$ cat config.mk
export PLATFORM = sky130hd
export DESIGN_NAME = ee_shadow_ctl
export DESIGN_NICKNAME = d
export VERILOG_FILES = /design/src/rtl/ee_shadow_pkg.sv /design/src/rtl/ee_sum_acc.sv /design/src/rtl/ee_shadow_store.sv /design/src/rtl/ee_shadow_seq.sv /design/src/rtl/ee_shadow_ctl.sv
export SDC_FILE = /design/constraint.sdc
export NUM_CORES = 2
export LEC_CHECK = 0
export ABC_AREA = 1
export BUFFER_PORTS_ARGS = -buffer_cell sky130_fd_sc_hd__buf_2
export CORE_AREA = 2 2 312 375
export CTS_CLUSTER_SIZE = 28
export DETAILED_ROUTE_END_ITERATION = 10
export DIE_AREA = 0 0 314 377
export HOLD_SLACK_MARGIN = 0.05
export PLACE_DENSITY = 0.71
export SLEW_MARGIN = 10
export SYNTH_ARGS = -nofsm -noshare
export SYNTH_HDL_FRONTEND = slang
export SYNTH_HIERARCHICAL = 1
export SYNTH_SLANG_ARGS = --single-unit
export TNS_END_PERCENT = 1
$ cat constraint.sdc
create_clock -name clk -period 4.26 [get_ports clk]
set_input_delay 0.639 -clock clk [delete_from_list [all_inputs] [get_ports clk]]
set_output_delay 0.639 -clock clk [all_outputs]
set_load 0.005 [all_outputs]
$ cat src/rtl/ee_shadow_pkg.sv
package ee_shadow_pkg;

    localparam int unsigned EE_WORDS     = 64;
    localparam int unsigned EE_DW        = 16;
    localparam int unsigned EE_IDX_W     = 8;
    localparam int unsigned EE_MAC_WORDS = 3;

    localparam logic [EE_DW-1:0] EE_MAGIC     = 16'hBABA;
    localparam logic [EE_DW-1:0] EE_SIG_MASK  = 16'hC000;
    localparam logic [EE_DW-1:0] EE_SIG_VALID = 16'h4000;
    localparam logic [EE_DW-1:0] EE_SIG_CLEAR = 16'h0000;

    localparam int unsigned EE_ICW_IDX    = 10;
    localparam int unsigned EE_MAC_IDX    = 0;
    localparam int unsigned EE_PBA_LO_IDX = 8;
    localparam int unsigned EE_PBA_HI_IDX = 9;

    typedef enum logic [2:0] {
        S_IDLE,
        S_LOAD,
        S_CHECK,
        S_RESP,
        S_SUMRD,
        S_FIXWR,
        S_WRITE,
        S_DONE
    } ee_state_e;

    function automatic logic sig_match(input logic [EE_DW-1:0] word,
                                       input logic [EE_DW-1:0] mask,
                                       input logic [EE_DW-1:0] pattern);
        return (word & mask) == pattern;
    endfunction

    function automatic logic [EE_DW-1:0] byte_swap(input logic [EE_DW-1:0] w);
        return {w[7:0], w[15:8]};
    endfunction

endpackage

$ cat src/rtl/ee_sum_acc.sv
module ee_sum_acc #(
    parameter int unsigned W = 16
) (
    input  logic         clk,
    input  logic         rst,
    input  logic         clr,
    input  logic         add,
    input  logic [W-1:0] din,
    output logic [W-1:0] sum
);

    always_ff @(posedge clk) begin
        if (rst || clr) begin
            sum <= '0;
        end else if (add) begin
            sum <= sum + din;
        end
    end

endmodule

$ cat src/rtl/ee_shadow_store.sv
module ee_shadow_store
    import ee_shadow_pkg::*;
#(
    parameter int unsigned      WORDS      = EE_WORDS,
    parameter int unsigned      ICW_IDX    = EE_ICW_IDX,
    parameter int unsigned      MAC_IDX    = EE_MAC_IDX,
    parameter int unsigned      PBA_LO_IDX = EE_PBA_LO_IDX,
    parameter int unsigned      PBA_HI_IDX = EE_PBA_HI_IDX,
    parameter logic [EE_DW-1:0] SIG_MASK   = EE_SIG_MASK,
    parameter logic [EE_DW-1:0] SIG_VALID  = EE_SIG_VALID,
    parameter logic [EE_DW-1:0] SIG_CLEAR  = EE_SIG_CLEAR,
    localparam int unsigned     AW         = $clog2(WORDS),
    localparam int unsigned     MAC_W      = EE_MAC_WORDS * EE_DW
) (
    input  logic             clk,
    input  logic             rst,
    input  logic             we,
    input  logic [AW-1:0]    waddr,
    input  logic [EE_DW-1:0] wdata,
    input  logic             inval,
    input  logic [AW-1:0]    raddr,
    output logic [EE_DW-1:0] rdata,
    output logic             sig_ok,
    output logic [MAC_W-1:0] mac_raw,
    output logic [31:0]      pba_raw
);

    logic [EE_DW-1:0] mem [WORDS];

    always_ff @(posedge clk) begin
        if (rst) begin
            for (int i = 0; i < WORDS; i++) begin
                mem[i] <= '0;
            end
            mem[ICW_IDX] <= SIG_CLEAR;
        end else if (inval) begin
            mem[ICW_IDX] <= SIG_CLEAR;
        end else if (we) begin
            mem[waddr] <= wdata;
        end
    end

    assign rdata   = mem[raddr];
    assign sig_ok  = sig_match(mem[ICW_IDX], SIG_MASK, SIG_VALID);
    assign pba_raw = {mem[PBA_HI_IDX], mem[PBA_LO_IDX]};

    for (genvar k = 0; k < EE_MAC_WORDS; k++) begin : g_mac
        assign mac_raw[MAC_W-1-EE_DW*k -: EE_DW] = byte_swap(mem[MAC_IDX+k]);
    end

    AST_WRITE_INVAL: assert property (@(posedge clk) disable iff (rst)
        inval |=> !sig_ok) else $error("signature survived invalidation");

endmodule

$ cat src/rtl/ee_shadow_seq.sv
module ee_shadow_seq
    import ee_shadow_pkg::*;
#(
    parameter int unsigned      WORDS = EE_WORDS,
    parameter int unsigned      IDX_W = EE_IDX_W,
    parameter logic [EE_DW-1:0] MAGIC = EE_MAGIC,
    localparam int unsigned     AW    = $clog2(WORDS)
) (
    input  logic             clk,
    input  logic             rst,
    input  logic             lk_req,
    input  logic [IDX_W-1:0] lk_idx,
    input  logic             upd_req,
    input  logic             wr_req,
    input  logic [AW-1:0]    wr_addr,
    input  logic [EE_DW-1:0] wr_data,
    input  logic             img_ok,
    input  logic [EE_DW-1:0] sum,
    input  logic             mem_done,
    output logic             mem_req,
    output logic             mem_we,
    output logic [AW-1:0]    mem_addr,
    output logic [EE_DW-1:0] mem_wdata,
    output logic             st_we,
    output logic [AW-1:0]    st_waddr,
    output logic             inval,
    output logic             acc_clr,
    output logic             acc_add,
    output logic [AW-1:0]    idx_q,
    output logic             oor_q,
    output logic             loading,
    output logic             lk_ack,
    output logic             op_done,
    output logic             busy
);

    localparam logic [AW-1:0]  LAST_W   = AW'(WORDS - 1);
    localparam logic [AW-1:0]  PENULT_W = AW'(WORDS - 2);
    localparam logic [IDX_W:0] LIMIT    = (IDX_W + 1)'(WORDS);

    typedef struct packed {
        logic [AW-1:0]    addr;
        logic [EE_DW-1:0] data;
    } wr_cmd_t;

    ee_state_e     st;
    logic [AW-1:0] cnt;
    wr_cmd_t       wcmd;
    logic          idx_out;

    assign idx_out = {1'b0, lk_idx} >= LIMIT;

    always_ff @(posedge clk) begin
        if (rst) begin
            st    <= S_IDLE;
            cnt   <= '0;
            idx_q <= '0;
            oor_q <= 1'b0;
            wcmd  <= '0;
        end else begin
            unique case (st)
                S_IDLE: begin
                    cnt <= '0;
                    if (lk_req) begin
                        idx_q <= lk_idx[AW-1:0];
                        oor_q <= idx_out;
                        st    <= (idx_out || img_ok) ? S_RESP : S_LOAD;
                    end else if (upd_req) begin
                        st <= S_SUMRD;
                    end else if (wr_req) begin
                        wcmd <= '{addr: wr_addr, data: wr_data};
                        st   <= S_WRITE;
                    end
                end
                S_LOAD: begin
                    if (mem_done) begin
                        cnt <= cnt + 1'b1;
                        if (cnt == LAST_W) begin
                            st <= S_CHECK;
                        end
                    end
                end
                S_CHECK: st <= S_RESP;
                S_RESP:  st <= S_IDLE;
                S_SUMRD: begin
                    if (mem_done) begin
                        cnt <= cnt + 1'b1;
                        if (cnt == PENULT_W) begin
                            st <= S_FIXWR;
                        end
                    end
                end
                S_FIXWR: if (mem_done) st <= S_DONE;
                S_WRITE: if (mem_done) st <= S_DONE;
                S_DONE:  st <= S_IDLE;
                default: st <= S_IDLE;
            endcase
        end
    end

    always_comb begin
        mem_req   = 1'b0;
        mem_we    = 1'b0;
        mem_addr  = cnt;
        mem_wdata = '0;
        unique case (st)
            S_LOAD, S_SUMRD: mem_req = 1'b1;
            S_FIXWR: begin
                mem_req   = 1'b1;
                mem_we    = 1'b1;
                mem_addr  = LAST_W;
                mem_wdata = MAGIC - sum;
            end
            S_WRITE: begin
                mem_req   = 1'b1;
                mem_we    = 1'b1;
                mem_addr  = wcmd.addr;
                mem_wdata = wcmd.data;
            end
            default: ;
        endcase
    end

    assign st_we    = (st == S_LOAD) && mem_done;
    assign st_waddr = cnt;
    assign acc_clr  = (st == S_IDLE);
    assign acc_add  = mem_done && ((st == S_LOAD) || (st == S_SUMRD));
    assign inval    = ((st == S_CHECK) && (sum != MAGIC))
                    || (mem_done && ((st == S_FIXWR) || (st == S_WRITE)));
    assign loading  = (st == S_LOAD) || (st == S_CHECK);
    assign lk_ack   = (st == S_RESP);
    assign op_done  = (st == S_DONE);
    assign busy     = (st != S_IDLE);

    AST_REQ_HOLD: assert property (@(posedge clk) disable iff (rst)
        (mem_req && !mem_done) |=> mem_req) else $error("request dropped early");

    AST_ADDR_STABLE: assert property (@(posedge clk) disable iff (rst)
        (mem_req && !mem_done) |=> ($stable(mem_addr) && $stable(mem_we)))
        else $error("request changed before done");

    AST_LOAD_ORDER: assert property (@(posedge clk) disable iff (rst)
        ((st == S_LOAD) && mem_done && (mem_addr != LAST_W))
        |=> ((st == S_LOAD) && (mem_addr == $past(mem_addr) + 1'b1)))
        else $error("load address out of order");

endmodule

$ cat src/rtl/ee_shadow_ctl.sv
module ee_shadow_ctl
    import ee_shadow_pkg::*;
#(
    parameter int unsigned      WORDS      = EE_WORDS,
    parameter int unsigned      IDX_W      = EE_IDX_W,
    parameter logic [EE_DW-1:0] MAGIC      = EE_MAGIC,
    parameter int unsigned      ICW_IDX    = EE_ICW_IDX,
    parameter int unsigned      MAC_IDX    = EE_MAC_IDX,
    parameter int unsigned      PBA_LO_IDX = EE_PBA_LO_IDX,
    parameter int unsigned      PBA_HI_IDX = EE_PBA_HI_IDX,
    parameter logic [EE_DW-1:0] SIG_MASK   = EE_SIG_MASK,
    parameter logic [EE_DW-1:0] SIG_VALID  = EE_SIG_VALID,
    parameter logic [EE_DW-1:0] SIG_CLEAR  = EE_SIG_CLEAR,
    localparam int unsigned     AW         = $clog2(WORDS),
    localparam int unsigned     MAC_W      = EE_MAC_WORDS * EE_DW
) (
    input  logic             clk,
    input  logic             rst,
    input  logic             lk_req,
    input  logic [IDX_W-1:0] lk_idx,
    output logic             lk_ack,
    output logic [EE_DW-1:0] lk_data,
    input  logic             upd_req,
    input  logic             wr_req,
    input  logic [AW-1:0]    wr_addr,
    input  logic [EE_DW-1:0] wr_data,
    output logic             op_done,
    output logic             busy,
    output logic             img_valid,
    output logic [MAC_W-1:0] mac_addr,
    output logic [31:0]      pba_num,
    output logic             mem_req,
    output logic             mem_we,
    output logic [AW-1:0]    mem_addr,
    output logic [EE_DW-1:0] mem_wdata,
    input  logic             mem_done,
    input  logic [EE_DW-1:0] mem_rdata
);

    logic             st_we;
    logic [AW-1:0]    st_waddr;
    logic             inval;
    logic             acc_clr;
    logic             acc_add;
    logic [AW-1:0]    idx_q;
    logic             oor_q;
    logic             loading;
    logic             sig_ok;
    logic [EE_DW-1:0] sum;
    logic [EE_DW-1:0] rdata;
    logic [MAC_W-1:0] mac_raw;
    logic [31:0]      pba_raw;

    ee_shadow_seq #(
        .WORDS (WORDS),
        .IDX_W (IDX_W),
        .MAGIC (MAGIC)
    ) u_seq (
        .clk       (clk),
        .rst       (rst),
        .lk_req    (lk_req),
        .lk_idx    (lk_idx),
        .upd_req   (upd_req),
        .wr_req    (wr_req),
        .wr_addr   (wr_addr),
        .wr_data   (wr_data),
        .img_ok    (sig_ok),
        .sum       (sum),
        .mem_done  (mem_done),
        .mem_req   (mem_req),
        .mem_we    (mem_we),
        .mem_addr  (mem_addr),
        .mem_wdata (mem_wdata),
        .st_we     (st_we),
        .st_waddr  (st_waddr),
        .inval     (inval),
        .acc_clr   (acc_clr),
        .acc_add   (acc_add),
        .idx_q     (idx_q),
        .oor_q     (oor_q),
        .loading   (loading),
        .lk_ack    (lk_ack),
        .op_done   (op_done),
        .busy      (busy)
    );

    ee_sum_acc #(
        .W (EE_DW)
    ) u_acc (
        .clk (clk),
        .rst (rst),
        .clr (acc_clr),
        .add (acc_add),
        .din (mem_rdata),
        .sum (sum)
    );

    ee_shadow_store #(
        .WORDS      (WORDS),
        .ICW_IDX    (ICW_IDX),
        .MAC_IDX    (MAC_IDX),
        .PBA_LO_IDX (PBA_LO_IDX),
        .PBA_HI_IDX (PBA_HI_IDX),
        .SIG_MASK   (SIG_MASK),
        .SIG_VALID  (SIG_VALID),
        .SIG_CLEAR  (SIG_CLEAR)
    ) u_store (
        .clk     (clk),
        .rst     (rst),
        .we      (st_we),
        .waddr   (st_waddr),
        .wdata   (mem_rdata),
        .inval   (inval),
        .raddr   (idx_q),
        .rdata   (rdata),
        .sig_ok  (sig_ok),
        .mac_raw (mac_raw),
        .pba_raw (pba_raw)
    );

    assign img_valid = sig_ok && !loading;
    assign lk_data   = (lk_ack && !oor_q && img_valid) ? rdata : '0;
    assign mac_addr  = img_valid ? mac_raw : '0;
    assign pba_num   = img_valid ? pba_raw : '0;

    AST_IDLE_QUIET: assert property (@(posedge clk) disable iff (rst)
        !busy |-> !mem_req) else $error("master traffic while idle");

endmodule

==> metrics.yaml <==
cp.required_ns: 3.62
cp-end-kind: "primary output"
path_clk_slew_ns: 0.06
syn-num-nets: 5755
h-tree-depth: 3
die_w_um: 314
final_util_pct: 49.76
vdd_drop_max_mv: 0.3323
critical_path_class: "flip-flop to primary output"
hold_viol: 0
synth_mux_area_share_pct: 0
ant_nets: 0
synth_seq_cells: 1078
power_density_nw_per_um2: 482.8
post-place-cells: 7096
cts_tree: "yes"
area_delta_synth_final_pct: 11.24
reg2reg_from: "u_seq/st[1]"
final_common_cell: "nand2_1"
port_buffers: 175
io_pins: 176
overflow: 0
gp_congestion: 0.9096
fmax_mhz: 246.4
vias: 40410
synthSimpleGateAreaFrac_pct: 31.03
yosysTopAreaCellShare_pct: 60.02
seqPwrFrac_pct: 45.2
hp-start: "wr_data[7]"
postCtsSetupBuffers: 0
synthCells: 5683
antenna_found_initial: 1
num-nets-final: 5759
path_max_fanout: 117
grt_use_total_pct: 24.93
grt_pass1_vias: 38640
ys_top_cells_by_area: "edfxtp_1 (60%), nand2_1 (12%), nor2_1 (9.3%)"
synth_xor_xnor_area_share_pct: 0.1539
tightest_slew_ns: 1.282
synth_compound_area_share_pct: 0.9061
seq_area_frac_synth_pct: 62.14
leakagePower_nw: 23.32
slew_viol_final: 0
clkPwrFrac_pct: 34.1
dieArea_um2: 118400
finalClockSkew_ns: 0.05954
worst_ep_arrival_time_ns: 3.42
wl_per_cell_um: 20.54
fin_cells: 7299
period_needed_ns: 4.058
dp_hpwl_mm: 93.01
tns_ns: 0
hp-class: "input pin to flip-flop"
rsz0062_at_grt: "false"
drt-initial-drc-count: 4742
cts_made_buffers: 107
worstSetupStartpointType: "flip-flop"
p_sw_w: 0.008646
synth_top_family_by_area: "simple AND/OR/NAND/NOR gates"
grt_max_degree: 135
ys_warn_count: 6
dp_slack_ns: 0.7859
clk_path_buf_depth: 3
ctsHoldBuffers: 0
firstDrtPassIters: 8
slew_headroom_pct: 14.53
p_int_w: 0.01886
grt_first_pass_wirelength_mm: 225.8
crit_start: "u_seq/idx_q[0]"
drv_cap: 0
synth.distinct_cells: 39
cts.sinks: 1078
synthAdderAreaFrac_pct: 0.5031
synth_area_um2: 51230
outcome: "finished, final reports clean"
p_total_w: 0.02751
rows: 136
coreArea_um2: 114500
fillers: 10360
post-route-drc-count: 0
vias_per_cell: 5.537
synth.largest_area_cell: "edfxtp_1"
post-route-period-util_pct: 95.27
setup_viol: 0
cts_root_buffer: "clkbuf_16"
swShare_pct: 31.43
routed_wirelength_mm: 149.9
die_h_um: 377
final_cell_mix: "nand2_1 (1,585), nor2_1 (1,263), edfxtp_1 (1,024)"
drive_gt1_share_pct: 10.03
syn_area_per_cell_um2: 9.014
timing.final.ws_setup_ns: 0.2015
initial_core_util_pct: 44.73
clk_latency_ns: 0.71
combPwrFrac_pct: 20.7
==> worst max-delay path, stage by stage (launching register included) <==
cell     delay [ns]
dfxtp_4        0.47
buf_16         0.42
buf_4          0.38
nand2_1        0.08
nand3_1        0.09
nand3_1        0.17
nand2_1        0.13
nand2_1        0.05
nand3_1        0.17
nand3_1        0.13
nand2_1        0.08
inv_1          0.05
nor2_1         0.26
buf_2          0.18
==> power groups by stage <==
stage	clock [W]	sequential (W)	combinational [W]
2_1_floorplan	0	0.0125	0.00360
3_3_place_gp	0	0.0126	0.00550
3_5_place_dp	0	0.0126	0.00555
4_1_cts	0.00949	0.0124	0.00559
5_1_grt	0.00989	0.0125	0.00615
6_report	0.00939	0.0124	0.00569
==> flip-flops by register name (all words and copies together), names as in the netlist <==
| name | count |
|---|---|
| u_acc/sum | 16 |
| u_seq/oor_q | 1 |
| u_seq/st | 3 |
| u_store/mem | 1024 |
| u_seq/wcmd | 22 |
| u_seq/st_waddr | 6 |
| u_seq/idx_q | 6 |
==> kinds of logic (layout without fill, tap and decap cells) <==
family | count (synthesis) | count (layout)
compound gates | 83 | 83
xor+xnor | 9 | 9
fa+ha+maj | 20 | 20
buf+inv | 645 | 742
flops | 1078 | 1078
other cells | 0 | 1
simple gates | 3848 | 3848
==> routing by layer <==
metal	up-vias	GRT usage [%]	wire length, um
li1	18690	-	-
met1	19180	32.45	56970
met2	2175	40.48	70200
met3	373	4.084	15420
met4	2	12.28	7305
met5	-	0	13
==> repair_timing <==
| item | CTS | global route |
|---|---|---|
| resized for setup | 0 | 2 |
| hold endpoints to repair | 0 | 0 |
| setup endpoints to repair | 0 | 1 |
==> cells in the mapped netlist <==
master and n:
nand2_2 43, buf_6 27, inv_2 28, inv_4 1, edfxtp_1 1024, or2_1 2
a21o_1 1, nand2_4 1, o211ai_1 3, nand3b_1 1, o21ai_1 16, nor4_4 3
nor3_1 5, dfxtp_1 54, nor3_2 7, fa_1 1, a21oi_1 31, nand4_1 6
o21ai_0 25, xor2_1 6, buf_1 31, clkbuf_1 330, buf_4 14, nand3_2 4
nor2_1 1263, nor2_2 3, nand2_1 1585, ha_1 19, o31ai_1 2, inv_1 198
and2_4 1, a21oi_2 2, a22o_1 1, a21oi_4 1, xnor2_1 3, buf_2 16
nand3_1 921, nor2_4 3, o21ai_4 1
==> final timing paths <==
kind	to	slack (ns)	cells after the start
setup / recovery	lk_data[5]	0.20	13
hold / removal	u_seq/wcmd[7]	0.15	3
setup reg to reg	u_store/mem[2][12]	0.65	15
hold reg to reg	u_seq/oor_q	0.48	2
==> through the flow <==
stage               area, um2  hold WS (ns)
global placement        53480        0.4579
finish                  56990        0.1491
CTS                     56970        0.1128
global route            56980        0.1399
floorplan               51230        0.4381
detailed placement      53480        0.4719
==> area by class of cell <==
class	instances	area [um2]	share of cell area, %
antenna	1	2.502	0.004391
tap	1518	1899	3.333
sequential	1078	31840	55.88
clock inverter	80	754.5	1.324
multi-input combinational	3960	16700	29.30
clock buffer	122	2734	4.797
inverter	227	897.1	1.574
timing repair buffer	313	2157	3.785
(Power assumes the default switching activity.)
